$ cat config.mk
export PLATFORM = sky130hd
export DESIGN_NAME = bss_session_seq
export DESIGN_NICKNAME = d
export VERILOG_FILES = /design/src/rtl/bss_pkg.sv /design/src/rtl/bss_session_check.sv /design/src/rtl/bss_test_timer.sv /design/src/rtl/bss_session_seq.sv
export SDC_FILE = /design/constraint.sdc
export NUM_CORES = 1
export LEC_CHECK = 0
export ABC_AREA = 1
export BUFFER_PORTS_ARGS = -buffer_cell sky130_fd_sc_hd__buf_2
export CAP_MARGIN = 10
export CORE_ASPECT_RATIO = 1.25
export CORE_MARGIN = 3
export CORE_UTILIZATION = 52
export CTS_CLUSTER_DIAMETER = 30
export DETAILED_ROUTE_END_ITERATION = 8
export PLACE_DENSITY_LB_ADDON = 0.3
export RECOVER_POWER = 50
export SETUP_SLACK_MARGIN = 0.5
export SYNTH_ARGS = -nofsm -noshare
export SYNTH_HDL_FRONTEND = slang
export SYNTH_SLANG_ARGS = --single-unit
$ cat constraint.sdc
create_clock -name clk -period 2.4 [get_ports clk]
set_clock_uncertainty 0.05 [all_clocks]
set_input_delay 0.36 -clock clk [delete_from_list [all_inputs] [get_ports clk]]
set_output_delay 0.36 -clock clk [all_outputs]
set_load 0.005 [all_outputs]
$ cat src/rtl/bss_pkg.sv
`timescale 1ns/1ps
package bss_pkg;
  localparam int NT    = 6;
  localparam int PW_W  = 4;
  localparam int LEN_W = 8;
  localparam int NG    = 5;
  localparam int SUM_W = PW_W + 3;

  // packed lowest slice = T1
  localparam logic [NT*PW_W-1:0]  DEF_WEIGHTS = {4'd1, 4'd2, 4'd1, 4'd1, 4'd1, 4'd2};
  localparam logic [NT*LEN_W-1:0] DEF_LENS    = {8'd100, 8'd10, 8'd5, 8'd10, 8'd10, 8'd100};
  localparam logic [NG*NT-1:0]    DEF_GROUPS  = {6'b100010, 6'b010010, 6'b100001,
                                                 6'b001101, 6'b010101};

  typedef enum logic [1:0] {ST_IDLE, ST_CHECK, ST_RUN, ST_FIN} seq_st_e;

  // pairwise compatibility matrix: bit i*NT+j set when Ti and Tj may share a session
  function automatic logic [NT*NT-1:0] pair_table(input logic [NG*NT-1:0] grp);
    logic [NT*NT-1:0] m;
    m = '0;
    for (int i = 0; i < NT; i++) begin
      for (int j = 0; j < NT; j++) begin
        if (i == j) m[i*NT+j] = 1'b1;
        for (int k = 0; k < NG; k++) begin
          if (grp[k*NT+i] && grp[k*NT+j]) m[i*NT+j] = 1'b1;
        end
      end
    end
    return m;
  endfunction
endpackage

$ cat src/rtl/bss_session_check.sv
`timescale 1ns/1ps
module bss_session_check
  import bss_pkg::*;
#(
  parameter logic [NT*PW_W-1:0] WEIGHTS   = DEF_WEIGHTS,
  parameter logic [NT*NT-1:0]   PAIR_OK   = '1,
  parameter int                 PWR_LIMIT = 4
) (
  input  logic [NT-1:0] mask,
  output logic          sess_ok
);
  logic [SUM_W-1:0] pwr_sum;
  logic             pwr_ok;
  logic             pairs_ok;
  logic             non_empty;

  always_comb begin
    pwr_sum = '0;
    for (int i = 0; i < NT; i++) begin
      if (mask[i]) pwr_sum = pwr_sum + SUM_W'(WEIGHTS[i*PW_W +: PW_W]);
    end
  end

  always_comb begin
    pairs_ok = 1'b1;
    for (int i = 0; i < NT; i++) begin
      for (int j = 0; j < NT; j++) begin
        if (mask[i] && mask[j] && !PAIR_OK[i*NT+j]) pairs_ok = 1'b0;
      end
    end
  end

  assign pwr_ok    = (pwr_sum <= SUM_W'(PWR_LIMIT));
  assign non_empty = |mask;
  assign sess_ok   = pwr_ok && pairs_ok && non_empty;
endmodule

$ cat src/rtl/bss_test_timer.sv
`timescale 1ns/1ps
module bss_test_timer #(
  parameter int LEN_W = 8,
  parameter int LEN   = 10
) (
  input  logic clk,
  input  logic rst_n,
  input  logic load,
  output logic active
);
  logic [LEN_W-1:0] cnt_q, cnt_d;
  logic             cnt_en;

  assign cnt_en = load || (cnt_q != '0);

  always_comb begin
    cnt_d = cnt_q;
    if (load)              cnt_d = LEN_W'(LEN);
    else if (cnt_q != '0)  cnt_d = cnt_q - 1'b1;
  end

  always_ff @(posedge clk or negedge rst_n) begin
    if (!rst_n)      cnt_q <= '0;
    else if (cnt_en) cnt_q <= cnt_d;
  end

  assign active = (cnt_q != '0);
endmodule

$ cat src/rtl/bss_session_seq.sv
`timescale 1ns/1ps
module bss_session_seq
  import bss_pkg::*;
#(
  parameter int                  NS        = 8,
  parameter int                  PWR_LIMIT = 4,
  parameter logic [NT*PW_W-1:0]  WEIGHTS   = DEF_WEIGHTS,
  parameter logic [NT*LEN_W-1:0] LENS      = DEF_LENS,
  parameter logic [NG*NT-1:0]    GROUPS    = DEF_GROUPS,
  parameter int                  IDX_W     = (NS > 1) ? $clog2(NS) : 1,
  parameter int                  CNT_W     = $clog2(NS + 1)
) (
  input  logic                 clk,
  input  logic                 rst_n,
  input  logic                 start,
  input  logic [NS*NT-1:0]     sess_tbl,
  input  logic [CNT_W-1:0]     sess_cnt,
  output logic                 busy,
  output logic                 done,
  output logic [NT-1:0]        tpg_en,
  output logic [NT-1:0]        sig_en,
  output logic [NS-1:0]        sess_err,
  output logic [NT-1:0]        ran_mask
);
  localparam logic [NT*NT-1:0] PAIR_OK = pair_table(GROUPS);

  // reset: asserted asynchronously, released on a clock edge
  logic [1:0] rs_q;
  logic       rst_s_n;
  always_ff @(posedge clk or negedge rst_n) begin
    if (!rst_n) rs_q <= '0;
    else        rs_q <= {rs_q[0], 1'b1};
  end
  assign rst_s_n = rs_q[1];

  seq_st_e          state_q, state_d;
  logic [IDX_W-1:0] idx_q, idx_d;
  logic [NS-1:0]    err_q, err_d;
  logic [NT-1:0]    ran_q, ran_d;
  logic [NT-1:0]    sig_q;
  logic [NT-1:0]    act;
  logic [NT-1:0]    cur_mask;
  logic [CNT_W-1:0] eff_cnt;
  logic             is_last;
  logic             sess_ok;
  logic             load_go;
  logic             ctl_en;

  assign eff_cnt  = (sess_cnt > CNT_W'(NS)) ? CNT_W'(NS) : sess_cnt;
  assign cur_mask = sess_tbl[idx_q*NT +: NT];
  assign is_last  = (CNT_W'(idx_q) + CNT_W'(1)) >= eff_cnt;

  bss_session_check #(
    .WEIGHTS  (WEIGHTS),
    .PAIR_OK  (PAIR_OK),
    .PWR_LIMIT(PWR_LIMIT)
  ) u_check (
    .mask   (cur_mask),
    .sess_ok(sess_ok)
  );

  for (genvar g = 0; g < NT; g++) begin : g_timer
    bss_test_timer #(
      .LEN_W(LEN_W),
      .LEN  (int'(LENS[g*LEN_W +: LEN_W]))
    ) u_timer (
      .clk   (clk),
      .rst_n (rst_s_n),
      .load  (load_go && cur_mask[g]),
      .active(act[g])
    );
  end

  // next-state logic
  always_comb begin
    state_d = state_q;
    idx_d   = idx_q;
    err_d   = err_q;
    ran_d   = ran_q;
    load_go = 1'b0;
    unique case (state_q)
      ST_IDLE: begin
        if (start) begin
          idx_d   = '0;
          err_d   = '0;
          ran_d   = '0;
          state_d = (eff_cnt == '0) ? ST_FIN : ST_CHECK;
        end
      end
      ST_CHECK: begin
        if (sess_ok) begin
          load_go = 1'b1;
          ran_d   = ran_q | cur_mask;
          state_d = ST_RUN;
        end else begin
          err_d[idx_q] = 1'b1;
          if (is_last) begin
            state_d = ST_FIN;
          end else begin
            idx_d   = idx_q + 1'b1;
            state_d = ST_CHECK;
          end
        end
      end
      ST_RUN: begin
        if (act == '0) begin
          if (is_last) begin
            state_d = ST_FIN;
          end else begin
            idx_d   = idx_q + 1'b1;
            state_d = ST_CHECK;
          end
        end
      end
      ST_FIN:  state_d = ST_IDLE;
      default: state_d = ST_IDLE;
    endcase
  end

  assign ctl_en = (state_q != ST_IDLE) || start;

  // registers
  always_ff @(posedge clk or negedge rst_s_n) begin
    if (!rst_s_n) begin
      state_q <= ST_IDLE;
      idx_q   <= '0;
      err_q   <= '0;
      ran_q   <= '0;
    end else if (ctl_en) begin
      state_q <= state_d;
      idx_q   <= idx_d;
      err_q   <= err_d;
      ran_q   <= ran_d;
    end
  end

  always_ff @(posedge clk or negedge rst_s_n) begin
    if (!rst_s_n) sig_q <= '0;
    else          sig_q <= act;
  end

  assign busy     = (state_q != ST_IDLE);
  assign done     = (state_q == ST_FIN);
  assign tpg_en   = act;
  assign sig_en   = sig_q;
  assign sess_err = err_q;
  assign ran_mask = ran_q;
endmodule

==> results.sh <==
export IMPL_fin_util_pct=82.6
export IMPL_start_kind="flip-flop"
export IMPL_syn_avg_cell_area_um2=6.92
export IMPL_drt_first_pass_iters=6
export IMPL_maxSlewViolCount=74
export IMPL_swShare_pct=49.8
export IMPL_fin_nets=988
export IMPL_max_cap_viol_count=1
export IMPL_cp_arrival_ns=3.92
export IMPL_grt_pass1_wl_mm=23.7
export IMPL_cts_path_max_buffers=2
export IMPL_path_buf_inv=6
export IMPL_hp_class="input port to async pin"
export IMPL_place_area_um2=5890
export IMPL_via_per_inst=5.56
export IMPL_core_um2=8940
export IMPL_period_needed_ns=3.71
export IMPL_p_leak_nw=3.98
export IMPL_critPathSlowestCell="dfrtp_2"
export IMPL_cp_max_fo=8
export IMPL_synth_top_area_cell="dfrtp_1"
export IMPL_crit_family="simple AND/OR/NAND/NOR gates"
export IMPL_netlist_instances=706
export IMPL_grt_overflow_total=0
export IMPL_finalHoldViolCount=0
export IMPL_cts_tree="yes"
export IMPL_setup_ws_ns=-1.31
export IMPL_num_rows=38
export IMPL_critPathKind="flip-flop to flip-flop"
export IMPL_multiInputGateArea_um2=3170
export IMPL_dieArea_um2=10600
export IMPL_htreeDepth=3
export IMPL_drtIter0Drc=507
export IMPL_io_pins=83
export IMPL_cts_sinks=75
export IMPL_die_h_um=114
export IMPL_relSlewSlack_pct=-23.3
export IMPL_syn_cell_area_um2=4890
export IMPL_ys_seq_area_share_pct=38.4
export IMPL_synth_area_top_cells="dfrtp_1 38%, nand2_1 18%, inv_1 8.2%"
export IMPL_cts_root_buf="clkbuf_8"
export IMPL_ant_nets=0
export IMPL_fmax_ghz=0.270
export IMPL_switchingPower_mw=5.80
export IMPL_outcome="finished, violations left"
export IMPL_peakVddDrop_mv=0.793
export IMPL_rsz0062_at_grt="yes"
export IMPL_start_util_pct=54.7
export IMPL_drc=0
export IMPL_violations="max-capacitance violations, max-slew violations, negative setup slack"
export IMPL_max_stage_delay_ns=0.52
export IMPL_worst_pin_slew_ns=1.85
export IMPL_final_area_um2=7390
export IMPL_synth_top_cell_area_share_pct=38.4
export IMPL_antennaDiodeCount=0
export IMPL_hpwl_mm=8.71
export IMPL_wl_mm=17.8
export IMPL_fill_cells=516
export IMPL_dp_cells=954
export IMPL_grt_max_degree=74
export IMPL_power_frac_comb_pct=69.8
export IMPL_cts_buffers=9
export IMPL_crit_required_ns=2.61
export IMPL_intPower_mw=5.85
export IMPL_clk_pin_slew_ns=0.10
export IMPL_vias=5762
export IMPL_setup_viol=67
export IMPL_synth_nets=783
export IMPL_post_route_period_util_pct=154
export IMPL_finalWeightedCongestion=0.862
export IMPL_io_buffers=82
export IMPL_power_frac_seq_pct=20.5
export IMPL_clkPwrFrac_pct=9.7
export IMPL_drive_gt1_share_pct=41.8
export IMPL_regArea_um2=1880
export IMPL_antenna_found_initial=0
export IMPL_area_growth_pct=51.2
export IMPL_setup_tns_ns=-83.58
export IMPL_powerDensity_nw_per_um2=1580
export IMPL_crit_path_end_kind="flip-flop"
export IMPL_cp_common_cell="nand2_1"
export IMPL_ys_warnings_count=0
export IMPL_dieWidth_um=92.7
export IMPL_track_usage_pct=27.9
export IMPL_fin_cells=1036
export IMPL_synth_cell_types=33
export IMPL_ys_ff_latch=75
export IMPL_finalHoldWorstSlack_ns=0.238
export IMPL_grt_pass1_vias=5346
export IMPL_wl_per_cell_um=17.1
export IMPL_clock_latency_ns=0.38
## worst paths after layout
path / from / to / slack [ns] / cells past startpoint
worst max-delay path: idx_q[0]$_DFFE_PN0P_ / g_timer[4].u_timer.cnt_q[4]$_DFFE_PN0P_ / -1.31 / 27
worst min register to register: rs_q[0]$_DFF_PN0_ / rs_q[1]$_DFF_PN0_ / 0.31 / 0
worst max register to register: idx_q[0]$_DFFE_PN0P_ / g_timer[4].u_timer.cnt_q[4]$_DFFE_PN0P_ / -1.31 / 27
max in group asynchronous: rs_q[1]$_DFF_PN0_ / idx_q[0]$_DFFE_PN0P_ / 0.25 / 1
min in group clk: rs_q[0]$_DFF_PN0_ / rs_q[1]$_DFF_PN0_ / 0.31 / 0
worst min-delay path: rst_n / rs_q[0]$_DFF_PN0_ / 0.24 / 2
## final cells by class
cell class	instances	area share, %
repair buffers	213	20.4
clock inverters	7	1.36
repair inverters	1	0.0847
inverters	111	6.03
multi-input cells	500	42.9
well taps	120	2.03
flip-flops and latches	75	25.4
clock buffers	9	1.68
## metal layers
| layer | GRT usage (%) | vias up | wire length (µm) |
|---|---|---|---|
| li1 | - | 2624 | - |
| met1 | 31.3 | 2635 | 6400 |
| met2 | 50.7 | 371 | 9000 |
| met3 | 4.54 | 132 | 1200 |
| met4 | 14.5 | 0 | 1150 |
| met5 | 0 | - | 0 |
## cells in the mapped netlist (all sizes together)
cell	count
nand2	238
inv	110
dfrtp	75
nor2	57
o21ai	50
nand3	43
a21oi	22
ha	22
buf	17
xor2	16
nor3	12
nand4	10
nand3b	6
clkbuf	4
o211ai	4
or2	4
nor3b	3
nor4	3
xnor2	3
o21bai	2
a21boi	1
and2	1
clkinv	1
conb	1
or3	1
## power groups by stage
stage | clock (mW) | sequential, mW | combinational, mW
after floorplan | 0 | 2.18 | 3.50
after global routing | 1.17 | 2.44 | 8.76
final | 1.13 | 2.39 | 8.13
after detailed placement | 0 | 2.24 | 5.04
after global placement | 0 | 2.22 | 4.85
after CTS | 1.12 | 2.28 | 6.31
## cell usage in the layout, fill, tap and decap left out, types with 3 or more instances in the layout
cell and n:
nor2_1 52, ha_4 10, dfrtp_1 73, nand3b_1 6, nand3_4 3, nor3b_4 3, clkinvlp_4 4, inv_1 77
buf_6 15, nand3_2 18, nand2_2 39, nand2_4 9, o21ai_0 23, buf_4 116, clkbuf_8 9, buf_2 75
nand2_1 183, a21oi_2 6, nor4_1 3, o21ai_2 11, nor3_4 3, nand3_1 22, o21ai_1 16, a21oi_1 15
nor3_1 9, inv_4 4, xor2_1 16, ha_1 12, nor2_4 4, nand2_8 8, nand4_1 9, xnor2_1 3
inv_2 27, o211ai_1 4
## per-stage QoR
stage | power (mW) | setup WS (ns)
after floorplan | 5.69 | -1.27
after global placement | 7.06 | -1.24
after detailed placement | 7.28 | -1.36
after CTS | 9.71 | -1.14
after global routing | 12.4 | -1.51
final | 11.7 | -1.31
## worst register-to-register path, stage by stage, from the launching register on
cell       delay [ns]
dfrtp_2          0.52
clkbuf_16        0.20
nand2_1          0.05
nand2_1          0.05
nand2_1          0.04
nand2_1          0.06
nand2_1          0.06
nand2_2          0.07
inv_2            0.05
ha_4             0.27
nand2_4          0.05
nand2_4          0.07
ha_4             0.20
or2_4            0.25
nand3_2          0.09
nand2_2          0.06
inv_2            0.06
ha_4             0.19
inv_2            0.05
nand3_2          0.09
nand2_2          0.10
nand3_2          0.10
a21oi_4          0.20
nand4_4          0.19
clkinv_8         0.21
nand2_8          0.10
nand3b_1         0.10
inv_1            0.06
## cell families (layout without fill, tap and decap cells)
group	after synthesis	in the layout	share of synthesized area (%)
DFF	75	75	38.4
and+or+nand+nor	378	379	32.7
AOI/OAI and AO/OA	79	79	8.53
xor gates and xnor gates	19	19	3.41
adders and majority gates	22	22	5.63
other	1	1	0.0768
buffers and inverters	132	341	11.2
## repair_timing
item	in CTS	in global routing
resized for setup	111	103
setup buffers	42	20
hold buffers	1	0
pin swaps	38	42
endpoints found under the setup margin	73	73
cloned	3	0
hold endpoints to repair	2	0
## state kept, by name, summed over array words and instances (netlist names)
register,flops
ran_mask,6
rs_q,2
g_timer.u_timer.cnt_q,48
state_q,2
idx_q,3
sig_en,6
sess_err,8
Note: power is estimated with default switching activity, not from simulation.
